### config.mk
export PLATFORM = sky130hd
export DESIGN_NAME = sdram_cke_tracker
export DESIGN_NICKNAME = d
export VERILOG_FILES = /design/src/rtl/cke_pwr_pkg.sv /design/src/rtl/cke_cmd_classify.sv /design/src/rtl/xsr_recovery_timer.sv /design/src/rtl/pwr_state_fsm.sv /design/src/rtl/sdram_cke_tracker.sv
export SDC_FILE = /design/constraint.sdc
export NUM_CORES = 1
export LEC_CHECK = 0
export BUFFER_PORTS_ARGS = -buffer_cell sky130_fd_sc_hd__buf_4
export CAP_MARGIN = 0
export CORE_UTILIZATION = 30
export CTS_BUF_LIST = sky130_fd_sc_hd__clkbuf_4 sky130_fd_sc_hd__clkbuf_8 sky130_fd_sc_hd__clkbuf_16
export DETAILED_ROUTE_END_ITERATION = 12
export GPL_TIMING_DRIVEN = 1
export PLACE_DENSITY = 0.5
export SKIP_LAST_GASP = 1
export SYNTH_ARGS = -nofsm -noshare
export SYNTH_HDL_FRONTEND = slang
export SYNTH_HIERARCHICAL = 1
export SYNTH_SLANG_ARGS = --single-unit
### constraint.sdc
create_clock -name clk -period 2.46 [get_ports clk]
set_clock_uncertainty 0.2 [all_clocks]
set_input_delay 0.492 -clock clk [delete_from_list [all_inputs] [get_ports clk]]
set_output_delay 0.492 -clock clk [all_outputs]
set_load 0.05 [all_outputs]
### src/rtl/cke_pwr_pkg.sv
package cke_pwr_pkg;

  // command codes as seen on the decoded command input
  localparam logic [2:0] CMD_INHIBIT = 3'd0;
  localparam logic [2:0] CMD_NOP     = 3'd1;
  localparam logic [2:0] CMD_AREF    = 3'd2;

  localparam int NUM_MODES = 3;
  localparam int EV_PD = 0;
  localparam int EV_SR = 1;
  localparam int EV_CS = 2;

  typedef enum logic [1:0] {
    CC_INHIBIT = 2'd0,
    CC_NOP     = 2'd1,
    CC_AREF    = 2'd2,
    CC_OTHER   = 2'd3
  } cmd_class_t;

  // {previous, present} clock-enable sample
  typedef enum logic [1:0] {
    PAIR_LL = 2'b00,
    PAIR_LH = 2'b01,
    PAIR_HL = 2'b10,
    PAIR_HH = 2'b11
  } cke_pair_t;

  typedef enum logic [5:0] {
    ST_IDLE   = 6'b000001,
    ST_ACCESS = 6'b000010,
    ST_PDOWN  = 6'b000100,
    ST_SREF   = 6'b001000,
    ST_CSUSP  = 6'b010000,
    ST_RECOV  = 6'b100000
  } pwr_state_t;

endpackage

### src/rtl/cke_cmd_classify.sv
module cke_cmd_classify
  import cke_pwr_pkg::*;
(
  input  logic       clk,
  input  logic       rst,
  input  logic       cke,
  input  logic [2:0] cmd,
  output cke_pair_t  pair,
  output cmd_class_t cls
);

  logic cke_last;

  always_ff @(posedge clk) begin
    if (rst) cke_last <= 1'b1;
    else     cke_last <= cke;
  end

  always_comb begin
    pair = cke_pair_t'({cke_last, cke});
    unique case (cmd)
      CMD_INHIBIT: cls = CC_INHIBIT;
      CMD_NOP:     cls = CC_NOP;
      CMD_AREF:    cls = CC_AREF;
      default:     cls = CC_OTHER;
    endcase
  end

  // the stored half of the pair follows the level of the edge before
  p_prev_sample_r2: assert property (@(posedge clk) disable iff (rst)
    1'b1 |=> (pair[1] == $past(cke)));

endmodule

### src/rtl/xsr_recovery_timer.sv
module xsr_recovery_timer
  import cke_pwr_pkg::*;
#(
  parameter int TXSR_CYC = 6
) (
  input  logic       clk,
  input  logic       rst,
  input  logic       load,
  input  logic       tick,
  input  cmd_class_t cls,
  output logic       done,
  output logic       viol
);

  localparam int CNT_W = $clog2(TXSR_CYC + 1);
  localparam logic [CNT_W-1:0] CNT_INIT = CNT_W'(TXSR_CYC);
  localparam logic [CNT_W-1:0] CNT_LAST = CNT_W'(1);

  logic [CNT_W-1:0] cnt;
  logic [1:0]       nops;
  logic [1:0]       nops_nx;
  logic             quiet;
  logic             is_nop;

  always_comb begin
    is_nop  = (cls == CC_NOP);
    quiet   = (cls == CC_NOP) || (cls == CC_INHIBIT);
    nops_nx = (is_nop && nops != 2'd2) ? nops + 2'd1 : nops;
    done    = tick && (cnt == CNT_LAST);
  end

  always_ff @(posedge clk) begin
    if (rst) begin
      cnt  <= '0;
      nops <= '0;
      viol <= 1'b0;
    end else begin
      if (load) begin
        cnt  <= CNT_INIT;
        nops <= '0;
      end else if (tick) begin
        cnt  <= cnt - CNT_LAST;
        nops <= nops_nx;
        if (!quiet || (done && nops_nx != 2'd2)) viol <= 1'b1;
      end
    end
  end

  p_load_r5: assert property (@(posedge clk) disable iff (rst)
    load |=> (cnt == CNT_INIT));

  p_viol_sticky_r6: assert property (@(posedge clk) disable iff (rst)
    viol |=> viol);

  p_busy_cmd_r6: assert property (@(posedge clk) disable iff (rst)
    (tick && cls == CC_AREF) |=> viol);

endmodule

### src/rtl/pwr_state_fsm.sv
module pwr_state_fsm
  import cke_pwr_pkg::*;
(
  input  logic                 clk,
  input  logic                 rst,
  input  cke_pair_t            pair,
  input  cmd_class_t           cls,
  input  logic                 access_active,
  input  logic                 recov_done,
  output pwr_state_t           state,
  output logic                 recov_load,
  output logic                 recov_tick,
  output logic [NUM_MODES-1:0] enter_evt,
  output logic [NUM_MODES-1:0] exit_evt,
  output logic                 illegal
);

  pwr_state_t           state_nx;
  logic [NUM_MODES-1:0] enter_nx;
  logic [NUM_MODES-1:0] exit_nx;
  logic                 bad;
  logic                 quiet;

  always_comb begin
    quiet      = (cls == CC_NOP) || (cls == CC_INHIBIT);
    state_nx   = state;
    enter_nx   = '0;
    exit_nx    = '0;
    bad        = 1'b0;
    recov_load = 1'b0;
    recov_tick = 1'b0;
    unique case (pair)
      PAIR_LL: begin
        if (!(state inside {ST_PDOWN, ST_SREF, ST_CSUSP})) bad = 1'b1;
      end
      PAIR_LH: begin
        if (state == ST_PDOWN && quiet) begin
          state_nx       = ST_IDLE;
          exit_nx[EV_PD] = 1'b1;
        end else if (state == ST_SREF && quiet) begin
          state_nx       = ST_RECOV;
          exit_nx[EV_SR] = 1'b1;
          recov_load     = 1'b1;
        end else if (state == ST_CSUSP) begin
          state_nx       = ST_ACCESS;
          exit_nx[EV_CS] = 1'b1;
        end else begin
          bad = 1'b1;
        end
      end
      PAIR_HL: begin
        if (state == ST_IDLE && quiet) begin
          state_nx        = ST_PDOWN;
          enter_nx[EV_PD] = 1'b1;
        end else if (state == ST_IDLE && cls == CC_AREF) begin
          state_nx        = ST_SREF;
          enter_nx[EV_SR] = 1'b1;
        end else if (state == ST_ACCESS && cls != CC_INHIBIT) begin
          state_nx        = ST_CSUSP;
          enter_nx[EV_CS] = 1'b1;
        end else begin
          bad = 1'b1;
        end
      end
      PAIR_HH: begin
        if (state inside {ST_IDLE, ST_ACCESS}) begin
          state_nx = access_active ? ST_ACCESS : ST_IDLE;
        end else if (state == ST_RECOV) begin
          recov_tick = 1'b1;
          if (recov_done) state_nx = ST_IDLE;
        end else begin
          bad = 1'b1;
        end
      end
      default: bad = 1'b1;
    endcase
  end

  always_ff @(posedge clk) begin
    if (rst) begin
      state     <= ST_IDLE;
      enter_evt <= '0;
      exit_evt  <= '0;
      illegal   <= 1'b0;
    end else begin
      state     <= state_nx;
      enter_evt <= enter_nx;
      exit_evt  <= exit_nx;
      if (bad) illegal <= 1'b1;
    end
  end

  p_ll_hold_r2: assert property (@(posedge clk) disable iff (rst)
    (pair == PAIR_LL && state inside {ST_PDOWN, ST_SREF, ST_CSUSP})
    |=> (state == $past(state)));

  p_pd_exit_r3: assert property (@(posedge clk) disable iff (rst)
    (state == ST_PDOWN && pair == PAIR_LH && quiet) |=> (state == ST_IDLE));

  p_sr_entry_r4: assert property (@(posedge clk) disable iff (rst)
    (state == ST_IDLE && pair == PAIR_HL && cls == CC_AREF)
    |=> (state == ST_SREF && enter_evt[EV_SR]));

  p_cs_exit_r7: assert property (@(posedge clk) disable iff (rst)
    (state == ST_CSUSP && pair == PAIR_LH) |=> (state == ST_ACCESS));

  p_illegal_sticky_r9: assert property (@(posedge clk) disable iff (rst)
    illegal |=> illegal);

  p_evt_onehot_r10: assert property (@(posedge clk) disable iff (rst)
    $onehot0({enter_evt, exit_evt}));

endmodule

### src/rtl/sdram_cke_tracker.sv
module sdram_cke_tracker
  import cke_pwr_pkg::*;
#(
  parameter int TXSR_CYC = 6
) (
  input  logic       clk,
  input  logic       rst,
  input  logic       cke,
  input  logic [2:0] cmd,
  input  logic       access_active,
  output logic [5:0] pwr_state,
  output logic [2:0] enter_evt,
  output logic [2:0] exit_evt,
  output logic       illegal_seq,
  output logic       xsr_violation
);

  cke_pair_t  pair;
  cmd_class_t cls;
  pwr_state_t state;
  logic       recov_load;
  logic       recov_tick;
  logic       recov_done;

  cke_cmd_classify u_classify (
    .clk  (clk),
    .rst  (rst),
    .cke  (cke),
    .cmd  (cmd),
    .pair (pair),
    .cls  (cls)
  );

  xsr_recovery_timer #(.TXSR_CYC(TXSR_CYC)) u_timer (
    .clk  (clk),
    .rst  (rst),
    .load (recov_load),
    .tick (recov_tick),
    .cls  (cls),
    .done (recov_done),
    .viol (xsr_violation)
  );

  pwr_state_fsm u_fsm (
    .clk           (clk),
    .rst           (rst),
    .pair          (pair),
    .cls           (cls),
    .access_active (access_active),
    .recov_done    (recov_done),
    .state         (state),
    .recov_load    (recov_load),
    .recov_tick    (recov_tick),
    .enter_evt     (enter_evt),
    .exit_evt      (exit_evt),
    .illegal       (illegal_seq)
  );

  assign pwr_state = state;

  p_recov_exit_r5: assert property (@(posedge clk) disable iff (rst)
    (pwr_state == 6'b100000 && recov_done) |=> (pwr_state == 6'b000001));

endmodule

==> results, run 1 <==
- Buffers inserted to repair hold after CTS numbered 0.
- The count of flip-flops with a built-in enable after synthesis is 0.
- The critical path data arrival time is 2.40 ns.
- Global routing used 15.20% of the available tracks.
- Max-cap violations in this run came to 0.
- The combinational family with the most area after synthesis is simple AND/OR/NAND/NOR gates.
- The boundary pin count is 21.
- The first global-routing pass estimated 4064 um of wire.
- For this configuration, the core starts out at a cell density of 32.68%.
- The clock latency on the worst-skew pair is between 0.3 and 0.4 ns.
- The final hold violation count was 0.
- Across all layers, the routed design uses 949 vias.
- Along the worst path, the maximum fanout reaches 7.
- STA classifies the critical path startpoint as a register.
- The net count after synthesis is 126.
- From bottom edge to top edge, the die measures just over 60 um.
- The worst setup timing slack at the placement stage is between 0.1 and 0.15 ns.
- The final antenna diode count is 0.
- The post-layout net count is roughly 150.
- After synthesis the netlist holds a flip-flop and latch count of 20.
- The aggregate negative setup slack is 0 ns.
- The Yosys warning count is 6.
- The number of setup buffers added after CTS is 0.
- The portion of synthesized area spent on multiplexers is 2.892%.
- After Yosys synthesis, and, or, nand and nor cells account for 29.28% of the synthesized area.
- CTS built an H-tree with a depth of 1.
- The die covers 3701 um2.
- The run finished with clean final reports.
- Input and output buffers added on the ports amount to 20.
- The placer congestion estimate is 0.8805.
- The minimum hold slack is approximately 0.24 ns.
- The synthesized instance count is 116.
- The upper clock frequency limit is around 0.42 GHz.
- The class of the most critical hold timing path is input pin to register.
- In this run the remaining antenna-violating nets after routing total 0.
- The clock period minus worst slack is 2.366 ns.
- Clock-pin slew was measured on the worst setup and hold paths at 0.12 ns.
- The max-slew violation count is 0.
- In this run, the number of DRC markers left after iteration 0 of detailed routing was 31.
- From left edge to right edge, the die measures 60.84 um.
- In this run the tightest slew margin relative to its limit is 72.32%.
- The total setup violations reported at the end of the flow is 0.
- After detailed routing, the total wire length is about 2500 um.
- VDD sags by at most 0.3041 mV.
- For the worst setup path, the data required time is ~2.5 ns.
- The slew of the pin with the lowest slew margin is 0.4094 ns.
- For this run, the leading register cell type out of synthesis is sky130_fd_sc_hd__dfxtp_1.
- The detailed-routing iteration count for the pre-antenna-repair pass is 4.
- The worst setup path is captured at a register.
- Clock tree synthesis inserted a total of 3 buffers.
- For this design the ratio of total power to cell area is 628.4 nW/um2.
- The longest clock path from root to sink contains 2 buffers.
- Of the total synthesized cell area, the portion taken by full adders, half adders and majority gates is 3.614%.
- In the routed layout, each cell is associated on average with a via count of 5.075.
- By startpoint and endpoint, the worst setup path is classified as register to register.
- Entering global routing, the biggest net connects 15 pins.
- Counting flops with an async set or reset pin after synthesis yields a share of 0%.
- Gates resized during post-CTS repair numbered 0.
- In the final layout, the share of cells above drive strength 1 is 32.87%.
- The fraction of synthesized cell area taken by the top area cell type is 38.55%.
- The distinct cell type count of the synthesized netlist is 37.
- The overall overflow remaining after global route is 0.
- The total half-perimeter wirelength after legalization and detailed placement is 1844 um.
- After detailed routing, the number of remaining DRC violations is 0.
- The final critical path takes up 96.18% of the cycle.
- In this run the mean area of a mapped cell was between 8 and 9 um2.
- The post-synthesis share of cell area spent on xor and xnor gates is 4.217%.
- The minimum setup slack in the final design is 0.09405 ns.
- The leakage power summed over all cells is 0.0005527 uW.
- By area the synthesized netlist is led by sky130_fd_sc_hd__dfxtp_1 39%, sky130_fd_sc_hd__nand2_1 4.7%, sky130_fd_sc_hd__nor2_1 4.0%.
- In this run the standard cell core region covers 3178 um2.
- The via count of the first global-routing pass was 861.
- The compound-cell area share of the yosys netlist is 14.58%.
- After synthesis the cells add up to 1038 um2.
- Summing the sequential cell areas from Yosys gives 38.55% of the chip area.
- TritonCTS built the clock tree.
- Relative to the synthesized area, the layout overhead comes to 26.87%.
- The number of antenna violations at the first check in global routing was 0.
- The tree is rooted in a sky130_fd_sc_hd__clkbuf_4.
- The count of clock tree sinks is 20.
- Dividing the detail-routed wire length by the instance count gives 13.45 um.
- Setup repair after global routing left no endpoint under its margin.
- Of all cell types, the one taking the most synthesized area is sky130_fd_sc_hd__dfxtp_1.
- In this run the core area contains 20 standard-cell rows.
==> cell type report <==
| cell class | instances | area, um2 |
|---|---|---|
| clock buffer | 4 | 36.28 |
| multi-input combinational | 83 | 578.1 |
| fill | 331 | 1861 |
| timing repair buffer | 28 | 210.2 |
| tap | 44 | 55.05 |
| sequential | 20 | 407.9 |
| inverter | 8 | 30.03 |
==> cell usage in the layout (no fill, tap or decap), drive strengths merged, types with 4 or more instances in the layout <==
cell,Yosys,layout
inv,8,8
clkbuf,1,4
dfxtp,20,20
nor2,11,11
nand2,13,13
buf,4,28
a21oi,6,6
nor3,7,7
==> registers in the layout, indices dropped and copies added, names as in the netlist <==
signal	count
u_fsm/exit_evt	3
u_timer/viol	1
u_timer/cnt	3
u_fsm/state	6
u_fsm/enter_evt	3
u_classify/cke_last	1
u_fsm/illegal	1
u_timer/nops	2
==> layer usage <==
layer | GRT usage, % | up-vias | part of all wire, %
met5 | 0 | - | 0
met4 | 5.844 | 0 | 1.0
met3 | 4.051 | 4 | 5.6
met2 | 21.98 | 28 | 43
met1 | 21.47 | 449 | 51
li1 | - | 468 | -
==> kinds of logic after synthesis <==
family	count (synthesis)
and+or+nand+nor	52
buffers and inverters	13
AOI/OAI and AO/OA	20
adders and majority gates	3
muxes	3
DFF	20
xor gates and xnor gates	5
==> Yosys cell counts, types with 2 or more instances <==
cell type and instances:
sky130_fd_sc_hd__or2_1 3, sky130_fd_sc_hd__buf_4 2, sky130_fd_sc_hd__nor4_2 2, sky130_fd_sc_hd__inv_1 8, sky130_fd_sc_hd__nor3b_1 3, sky130_fd_sc_hd__a31o_1 3, sky130_fd_sc_hd__buf_6 2, sky130_fd_sc_hd__ha_1 3
sky130_fd_sc_hd__a21oi_1 6, sky130_fd_sc_hd__nor2_1 11, sky130_fd_sc_hd__xor2_1 3, sky130_fd_sc_hd__nand3_1 2, sky130_fd_sc_hd__xnor2_1 2, sky130_fd_sc_hd__nor2b_1 2, sky130_fd_sc_hd__nor3_1 7, sky130_fd_sc_hd__a31oi_1 3
sky130_fd_sc_hd__mux2i_1 3, sky130_fd_sc_hd__nand2_1 13, sky130_fd_sc_hd__dfxtp_1 20
==> worst max-delay path: stages, from the launching register on <==
cell and delay [ns]:
sky130_fd_sc_hd__dfxtp_2 0.37, sky130_fd_sc_hd__nor4_2 0.39, sky130_fd_sc_hd__and2_2 0.27, sky130_fd_sc_hd__nor3_4 0.05
sky130_fd_sc_hd__and3b_2 0.23, sky130_fd_sc_hd__nor3_1 0.23, sky130_fd_sc_hd__a2111o_1 0.31, sky130_fd_sc_hd__mux2i_1 0.24
==> path summary, 6_finish.rpt <==
path	depth (start not counted)	endpoint	slack, ns	startpoint
setup / recovery	7	u_fsm/state[1]	0.09	u_fsm/state[5]
hold / removal	2	u_classify/cke_last	0.24	cke
setup reg to reg	7	u_fsm/state[1]	0.09	u_fsm/state[5]
hold reg to reg	2	u_timer/viol	0.33	u_timer/viol
==> report_power, final <==
group	total, uW	leakage, uW	internal, uW	switching, uW
Clock	201	0.0000210	90.4	110
Sequential	371	0.000164	343	27.7
Combinational	256	0.000367	99.6	157
==> through the flow <==
step / cells / instance area (um2) / util (%) / total power, uW
floorplan: 116 / 1057 / - / 566.7
detailed placement: 183 / 1281 / 40.32 / 631.1
finish: 187 / 1318 / 41.46 / 827.9
global route: 187 / 1318 / 41.46 / 869.5
CTS: 187 / 1318 / 41.46 / 832.5
global placement: 183 / 1281 / 40.32 / 632.1
No activity file was read; power rests on OpenSTA's default activity.
==> run 2, diff against run 1 <==
CORE_UTILIZATION = 41   (was 30)
CTS_CLUSTER_SIZE = 28   (was unset)
PLACE_DENSITY = 0.64   (was 0.5)
==> run 2 against run 1 <==
Compared with the run above: utilization up 15 points; critical path depth unchanged; sequential cell count unchanged; critical endpoint is now u_fsm/state[0]; largest cell class unchanged; highest routed layer unchanged.
==> results, run 2 (synthesized netlist as in run 1, its figures left out) <==
- The count of hold-fix buffers inserted at cts is 0 (unchanged).
- The flip-flop count of the largest register, all copies and words added came to 6 (unchanged).
- The final hold violation count is 0 (unchanged).
- The detailed-route wire length per cell is 13.51 um (was 13.45 um).
- The standard cell core area is 2297 um2 (was 3178 um2).
- The max-slew violation count is 0 (unchanged).
- The count of input and output buffers came to 20 (unchanged).
- The CTS tree is done (unchanged).
- The overall routed net length was 2270 um (was 2515 um).
- The average via count per standard cell was 5.476 (was 5.075).
- The critical path data arrival time is 2.31 ns (was 2.40 ns).
- The detailed-routing iteration count for the pre-antenna-repair pass was 4 (unchanged).
- The root buffer cell is sky130_fd_sc_hd__clkbuf_4 (unchanged).
- The post-layout net count is 151 (was 154).
- The total placed cells including tap cells is 164 (was 183).
- The count of clock tree sinks is 20 (unchanged).
- The total via count after detailed routing was 920 (was 949).
- The slew of the pin with the lowest slew margin was 0.3806 ns (was 0.4094 ns).
- The number of DRC violations after detailed routing came to 0 (unchanged).
- The power density normalized to cell area is 688.7 nW/um2 (was 628.4 nW/um2).
- The overall die width came to 52.33 um (was 60.84 um).
- The aggregate negative setup slack came to 0 ns (unchanged).
- The die area was 2738 um2 (was 3701 um2).
- The minimum hold slack is 0.2324 ns (was 0.2377 ns).
- The final worst-path cycle share was 92.22% (was 96.18%).
- The row count is 17 (was 20).
- The maximum vdd drop is 0.4275 mV (was 0.3041 mV).
- The final antenna diode count is 0 (unchanged).
- The register name with the most flops was u_fsm/state (unchanged).
- The overall power consumption came to 889.3 uW (was 827.9 uW).
- The DRC marker count from the first detailed-route iteration came to 21 (was 31).
- The class of the most critical hold timing path is input pin to register (unchanged).
- The most common cell after layout, fill and taps aside is sky130_fd_sc_hd__buf_4 (unchanged).
- The overall overflow remaining after global route came to 0 (unchanged).
- The effective utilization at floorplan is 45.21% (was 32.68%).
- The boundary pin count is 21 (unchanged).
- The clock slew seen by the registers of the worst setup and hold paths is 0.12 ns (about the same).
- The first-pass GRT wire length is 3953 um (was 4064 um).
- Most frequent cells in the layout: 25 x sky130_fd_sc_hd__buf_4, 14 x sky130_fd_sc_hd__dfxtp_1, 13 x sky130_fd_sc_hd__nand2_1 (was 28 x sky130_fd_sc_hd__buf_4, 14 x sky130_fd_sc_hd__dfxtp_1, 13 x sky130_fd_sc_hd__nand2_1).
- The upper clock frequency limit is 0.4408 GHz (was 0.4227 GHz).
- The H-tree depth came to 1 (unchanged).
- The utilization after layout came to 56.21% (was 41.46%).
- The number of antenna violations at the first check in global routing is 0 (unchanged).
- The clock latency on the worst-skew pair is 0.30 ns (was 0.31 ns).
- The maximum number of pins on one net before global-route repair is 15 (unchanged).
- The placer congestion estimate is 0.8937 (was 0.8805).
- The total half-perimeter wirelength after legalization and detailed placement is 1763 um (was 1844 um).
- The total clock buffers created by CTS is 3 (unchanged).
- The height of the chip was 52.33 um (was 60.84 um).
- The critical path class is register to register (unchanged).
- The maximum buffer depth of the clock tree came to 2 (unchanged).
- The antenna violation net count after detailed routing is 0 (unchanged).
- The required time of the critical path came to 2.50 ns (about the same).
- The layout-stage area growth over the synthesis result was 24.34% (was 26.87%).
- The total setup violations reported at the end of the flow is 0 (unchanged).
- The critical path capture point type is a register (unchanged).
- The clock period minus worst slack came to 2.269 ns (was 2.366 ns).
- The fraction of final layout cells sized beyond drive strength 1 was 31.43% (was 32.87%).
- RSZ-0062 raised after global routing: false (unchanged).
- The sort of element at the start of the critical path is a register (unchanged).
- The max-capacitance violation count is 0 (unchanged).
- Status: completed (unchanged).
- The leakage power summed over all cells is 0.0005451 uW (was 0.0005527 uW).
- The worst-path maximum fanout was 8 (was 7).
- The worst-case headroom to the max-slew limit came to 74.39% (was 72.32%).
- The number of gates resized after cts is 0 (unchanged).
- The non-filler instance count after layout is 168 (was 187).
- The overall global routing resource usage is 19.71% (was 15.20%).
- The via count of the first global-routing pass is 910 (was 861).
run 2: cell types whose count changed in the layout (fill, tap and decap cells not counted), sizes merged:
cell and change:
clkbuf -1, bufinv +1, buf -3
run 2: layout make-up:
type	instances	area [um2]
sequential	20	407.9
fill	221	1006
multi-input combinational	83	578.1
tap	28	35.03
clock inverter	1	30.03
clock buffer	3	22.52
timing repair buffer	25	187.7
inverter	8	30.03
run 2: path summary, 6_finish.rpt:
| path | startpoint | to | slack (ns) | cells past startpoint |
|---|---|---|---|---|
| min reg2reg | u_timer/viol | u_timer/viol | 0.33 | 2 |
| max reg2reg | u_fsm/state[3] | u_fsm/state[0] | 0.19 | 7 |
| min | cke | u_classify/cke_last | 0.23 | 2 |
| max | u_fsm/state[3] | u_fsm/state[0] | 0.19 | 7 |
run 2: through the flow:
step | instance area [um2] | setup WS (ns)
2_1_floorplan | 1057 | 0.06310
3_3_place_gp | 1239 | 0.1296
3_5_place_dp | 1239 | 0.09328
4_1_cts | 1291 | 0.1548
5_1_grt | 1291 | 0.002304
6_report | 1291 | 0.1914
run 2: worst max-delay path, cell delays in order (launching register included):
cell and delay [ns]:
sky130_fd_sc_hd__dfxtp_2 0.39, sky130_fd_sc_hd__nor4_2 0.36, sky130_fd_sc_hd__and2_2 0.27, sky130_fd_sc_hd__nor3_4 0.05, sky130_fd_sc_hd__and3b_2 0.22, sky130_fd_sc_hd__nor3_1 0.20
sky130_fd_sc_hd__a2111o_1 0.30, sky130_fd_sc_hd__mux2i_1 0.21
run 2: repair_timing:
item                                    4_1_cts  5_1_grt
setup buffers                                 0        0
endpoints found under the setup margin        0        1
endpoints found under the hold margin         0        0
run 2: metal layers:
metal	wire (um)	GRT usage, %	up-vias
li1	-	-	465
met1	1061	25.49	433
met2	1063	30.38	20
met3	130	7.246	2
met4	14	5.702	0
met5	0	0	-
run 2: power by group:
part / switching, uW / leakage [uW] / internal [uW]
combinational: 151 / 0.000353 / 96.5
clock: 106 / 0.0000279 / 165
sequential: 27.9 / 0.000164 / 343
==> run 3, diff against run 2 <==
SYNTH_HIERARCHICAL = unset   (was 1)
==> run 3 against run 2 <==
Compared with the run above: synthesized cell count down 0.86%; combinational power fell by 18%; register-to-register slack got worse by 0.02 ns; total power shrank 7.1%; non-clock buffer count grew 4; worst hold slack worse by 0.053 ns; sequential cell count is the same; worst setup slack lost 0.025 ns; maximum frequency decreased by 1.1%; first-iteration DRC count fell by 43%; critical endpoint is now u_fsm.state[1]; largest power group unchanged.
==> results, run 3 <==
- The overall routed net length came to 2304 um (was 2270 um).
- The terminating pin of the worst hold path is u_fsm.enter_evt[1] (was u_classify/cke_last).
- The share of flip-flops with an asynchronous set or reset after synthesis was 0% (unchanged).
- The fraction of synthesized cell area taken by the top area cell type is 39.17% (was 38.55%).
- The number of antenna violations at the first check in global routing came to 0 (unchanged).
- The worst-case headroom to the max-slew limit came to 66.79% (was 74.39%).
- The class of the most critical hold timing path is input pin to register (unchanged).
- The H-tree depth is 1 (unchanged).
- The flip-flop and latch count after synthesis came to 20 (unchanged).
- RSZ-0062 raised after global routing: false (unchanged).
- The maximum vdd drop is 0.4691 mV (was 0.4275 mV).
- The sequential element share of the synthesized area is 39.17% (was 38.55%).
- The maximum buffer depth of the clock tree is 2 (unchanged).
- The origin of the critical flop-to-flop path is u_fsm.state[0] (was u_fsm/state[3]).
- The count of flip-flops with a built-in enable after synthesis is 0 (unchanged).
- The critical path data arrival time came to 2.30 ns (was 2.31 ns).
- The total via count after detailed routing was 930 (was 920).
- Post-synth top cells: 20 x sky130_fd_sc_hd__dfxtp_1, 12 x sky130_fd_sc_hd__inv_1, 11 x sky130_fd_sc_hd__nand2_1, 11 x sky130_fd_sc_hd__nor2_1, 6 x sky130_fd_sc_hd__nand3_1 (was 20 x sky130_fd_sc_hd__dfxtp_1, 13 x sky130_fd_sc_hd__nand2_1, 11 x sky130_fd_sc_hd__nor2_1).
- The final worst-path cycle share is 93.23% (was 92.22%).
- The number of cells on the worst reg-to-reg path is 5 (was 7).
- The post-layout net count is 157 (was 151).
- The post-synthesis cell area is 1022 um2 (was 1038 um2).
- The detailed-route wire length per cell is 13.24 um (was 13.51 um).
- The overall overflow remaining after global route is 0 (unchanged).
- The overall power consumption came to 825.9 uW (was 889.3 uW).
- The cell taking the most area after synthesis was sky130_fd_sc_hd__dfxtp_1 (unchanged).
- The minimum hold slack is 0.1791 ns (was 0.2324 ns).
- The average via count per standard cell is 5.345 (was 5.476).
- Most frequent cells in the layout: 29 x sky130_fd_sc_hd__buf_4, 20 x sky130_fd_sc_hd__dfxtp_1, 12 x sky130_fd_sc_hd__inv_1 (was 25 x sky130_fd_sc_hd__buf_4, 14 x sky130_fd_sc_hd__dfxtp_1, 13 x sky130_fd_sc_hd__nand2_1).
- The count of input and output buffers is 20 (unchanged).
- The effective utilization at floorplan is 44.91% (was 45.21%).
- Status: completed (unchanged).
- The slew of the pin with the lowest slew margin is 0.4929 ns (was 0.3806 ns).
- The final antenna diode count is 0 (unchanged).
- The first-pass GRT wire length is 4008 um (was 3953 um).
- The fraction of final layout cells sized beyond drive strength 1 is 28.08% (was 31.43%).
- The antenna violation net count after detailed routing is 0 (unchanged).
- The register name with the most flops is u_fsm.state (was u_fsm/state).
- The count of clock tree sinks is 20 (unchanged).
- The critical path class is register to register (unchanged).
- The synthesized area per cell came to 8.889 um2 (was 8.953 um2).
- The aggregate negative setup slack is 0 ns (unchanged).
- The maximum number of pins on one net before global-route repair is 15 (unchanged).
- The most common cell after layout, fill and taps aside is sky130_fd_sc_hd__buf_4 (unchanged).
- The detailed-routing iteration count for the pre-antenna-repair pass is 4 (unchanged).
- The number of DRC violations after detailed routing came to 0 (unchanged).
- The synthesized instance count is 115 (was 116).
- The boundary pin count is 21 (unchanged).
- The layout-stage area growth over the synthesis result is 29.13% (was 24.34%).
- The instance area after placement is 1267 um2 (was 1239 um2).
- The sort of element at the start of the critical path is a register (unchanged).
- The net count after synthesis is 125 (was 126).
- The CTS tree is done (unchanged).
- The clock slew seen by the registers of the worst setup and hold paths is 0.12 ns (about the same).
- The worst-path maximum fanout was 6 (was 8).
- The via count of the first global-routing pass is 966 (was 910).
- The count of hold-fix buffers inserted at cts is 0 (unchanged).
- The overall global routing resource usage was 20.29% (was 19.71%).
- The clock latency on the worst-skew pair came to 0.30 ns (about the same).
- The placer congestion estimate was 0.9463 (was 0.8937).
- The die area is 2697 um2 (was 2738 um2).
- The height of the chip is 51.93 um (was 52.33 um).
- The max-slew violation count is 0 (unchanged).
- The max-capacitance violation count came to 0 (unchanged).
- The critical path capture point type is a register (unchanged).
- The total clock buffers created by CTS is 3 (unchanged).
- Synth top area cells: sky130_fd_sc_hd__dfxtp_1 39%, sky130_fd_sc_hd__inv_1 4.4%, sky130_fd_sc_hd__nand2_1 4.0% (was sky130_fd_sc_hd__dfxtp_1 39%, sky130_fd_sc_hd__nand2_1 4.7%, sky130_fd_sc_hd__nor2_1 4.0%).
- The DRC marker count from the first detailed-route iteration is 12 (was 21).
- The distinct cell type count of the synthesized netlist was 36 (was 37).
- The required time of the critical path is 2.46 ns (was 2.50 ns).
- The Yosys warning count came to 0 (was 6).
- The cell with the most instances after synthesis is sky130_fd_sc_hd__dfxtp_1 (unchanged).
- The clock period minus worst slack is 2.293 ns (was 2.269 ns).
- The root buffer cell is sky130_fd_sc_hd__clkbuf_4 (unchanged).
- The total half-perimeter wirelength after legalization and detailed placement is 1812 um (was 1763 um).
- The final design instance area without fill was 1320 um2 (was 1291 um2).
- The standard cell core area was 2276 um2 (was 2297 um2).
- The total setup violations reported at the end of the flow is 0 (unchanged).
- The flip-flop count of the largest register, all copies and words added is 6 (unchanged).
- The cell count of the worst hold path is 2 (unchanged).
- The power density normalized to cell area was 625.7 nW/um2 (was 688.7 nW/um2).
- The overall die width is 51.93 um (was 52.33 um).
- The worst min-delay path startpoint is cmd[0] (was cke).
- The worst-case register-to-register setup slack is 0.17 ns (was 0.19 ns).
- The leakage power summed over all cells is 0.0005672 uW (was 0.0005451 uW).
- The row count is 17 (unchanged).
- The reg-to-reg endpoint is u_fsm.state[1] (was u_fsm/state[0]).
- The number of setup buffers added after CTS is 0 (unchanged).
- The upper clock frequency limit came to 0.4360 GHz (was 0.4408 GHz).
- The number of gates resized after cts is 0 (unchanged).
- The prevailing post-synth register cell is sky130_fd_sc_hd__dfxtp_1 (unchanged).
- The final hold violation count is 0 (unchanged).
[run 3: logic make-up after synthesis]
family | synth area share, %
adder cells (fa/ha/maj) | 3.672
buffers and inverters | 5.141
AND/OR/NAND/NOR | 28.15
flip-flops | 39.17
multiplexers | 3.427
AO/OA/AOI/OAI | 16.16
XOR/XNOR | 4.285
[run 3: critical path, stage by stage, from the launching register on]
cell	delay [ns]
sky130_fd_sc_hd__dfxtp_1	0.39
sky130_fd_sc_hd__nor4_2	0.42
sky130_fd_sc_hd__nand3b_1	0.15
sky130_fd_sc_hd__a32o_2	0.32
sky130_fd_sc_hd__a2111oi_4	0.38
sky130_fd_sc_hd__mux2_4	0.34
[run 3: how the worst max path moves through the flow]
stage                         startpoint             end  slack, ns
after global placement            cmd[0]  u_fsm.state[1]       0.15
after CTS                 u_fsm.state[0]  u_fsm.state[1]       0.18
after floorplan           u_fsm.state[0]  u_fsm.state[1]       0.07
after detailed placement          cmd[0]  u_fsm.state[1]       0.14
after global routing      u_fsm.state[0]  u_fsm.state[1]       0.08
final                     u_fsm.state[0]  u_fsm.state[1]       0.17
[run 3: report_power, final]
part           internal [uW]  total [uW]  switching, uW
Sequential               336         352           16.6
Combinational           88.6         204            116
Clock                    165         270            105
Total                    589         826            237
[run 3: layout make-up]
| class | instances | area [um2] |
|---|---|---|
| clock inverters | 1 | 30.03 |
| fillers | 216 | 955.9 |
| repair buffers | 29 | 217.7 |
| inverters | 12 | 45.04 |
| clock buffers | 3 | 22.52 |
| well taps | 28 | 35.03 |
| multi-input cells | 81 | 569.3 |
| flip-flops and latches | 20 | 400.4 |
[run 3: through the flow]
stage / utilization, % / setup WS (ns) / std cells
after global placement: 55.69 / 0.1459 / 170
after CTS: 58.00 / 0.1760 / 174
final: 58.00 / 0.1666 / 174
after floorplan: - / 0.06693 / 115
after global routing: 58.00 / 0.08410 / 174
after detailed placement: 55.69 / 0.1358 / 170
[run 3: metal layers]
metal / GRT usage, % / up-vias / routed length [um]
met1: 24.38 / 437 / 1111
met5: 0 / - / 0
li1: - / 467 / -
met4: 9.910 / 0 / 29
met3: 4.094 / 4 / 85
met2: 33.97 / 22 / 1076
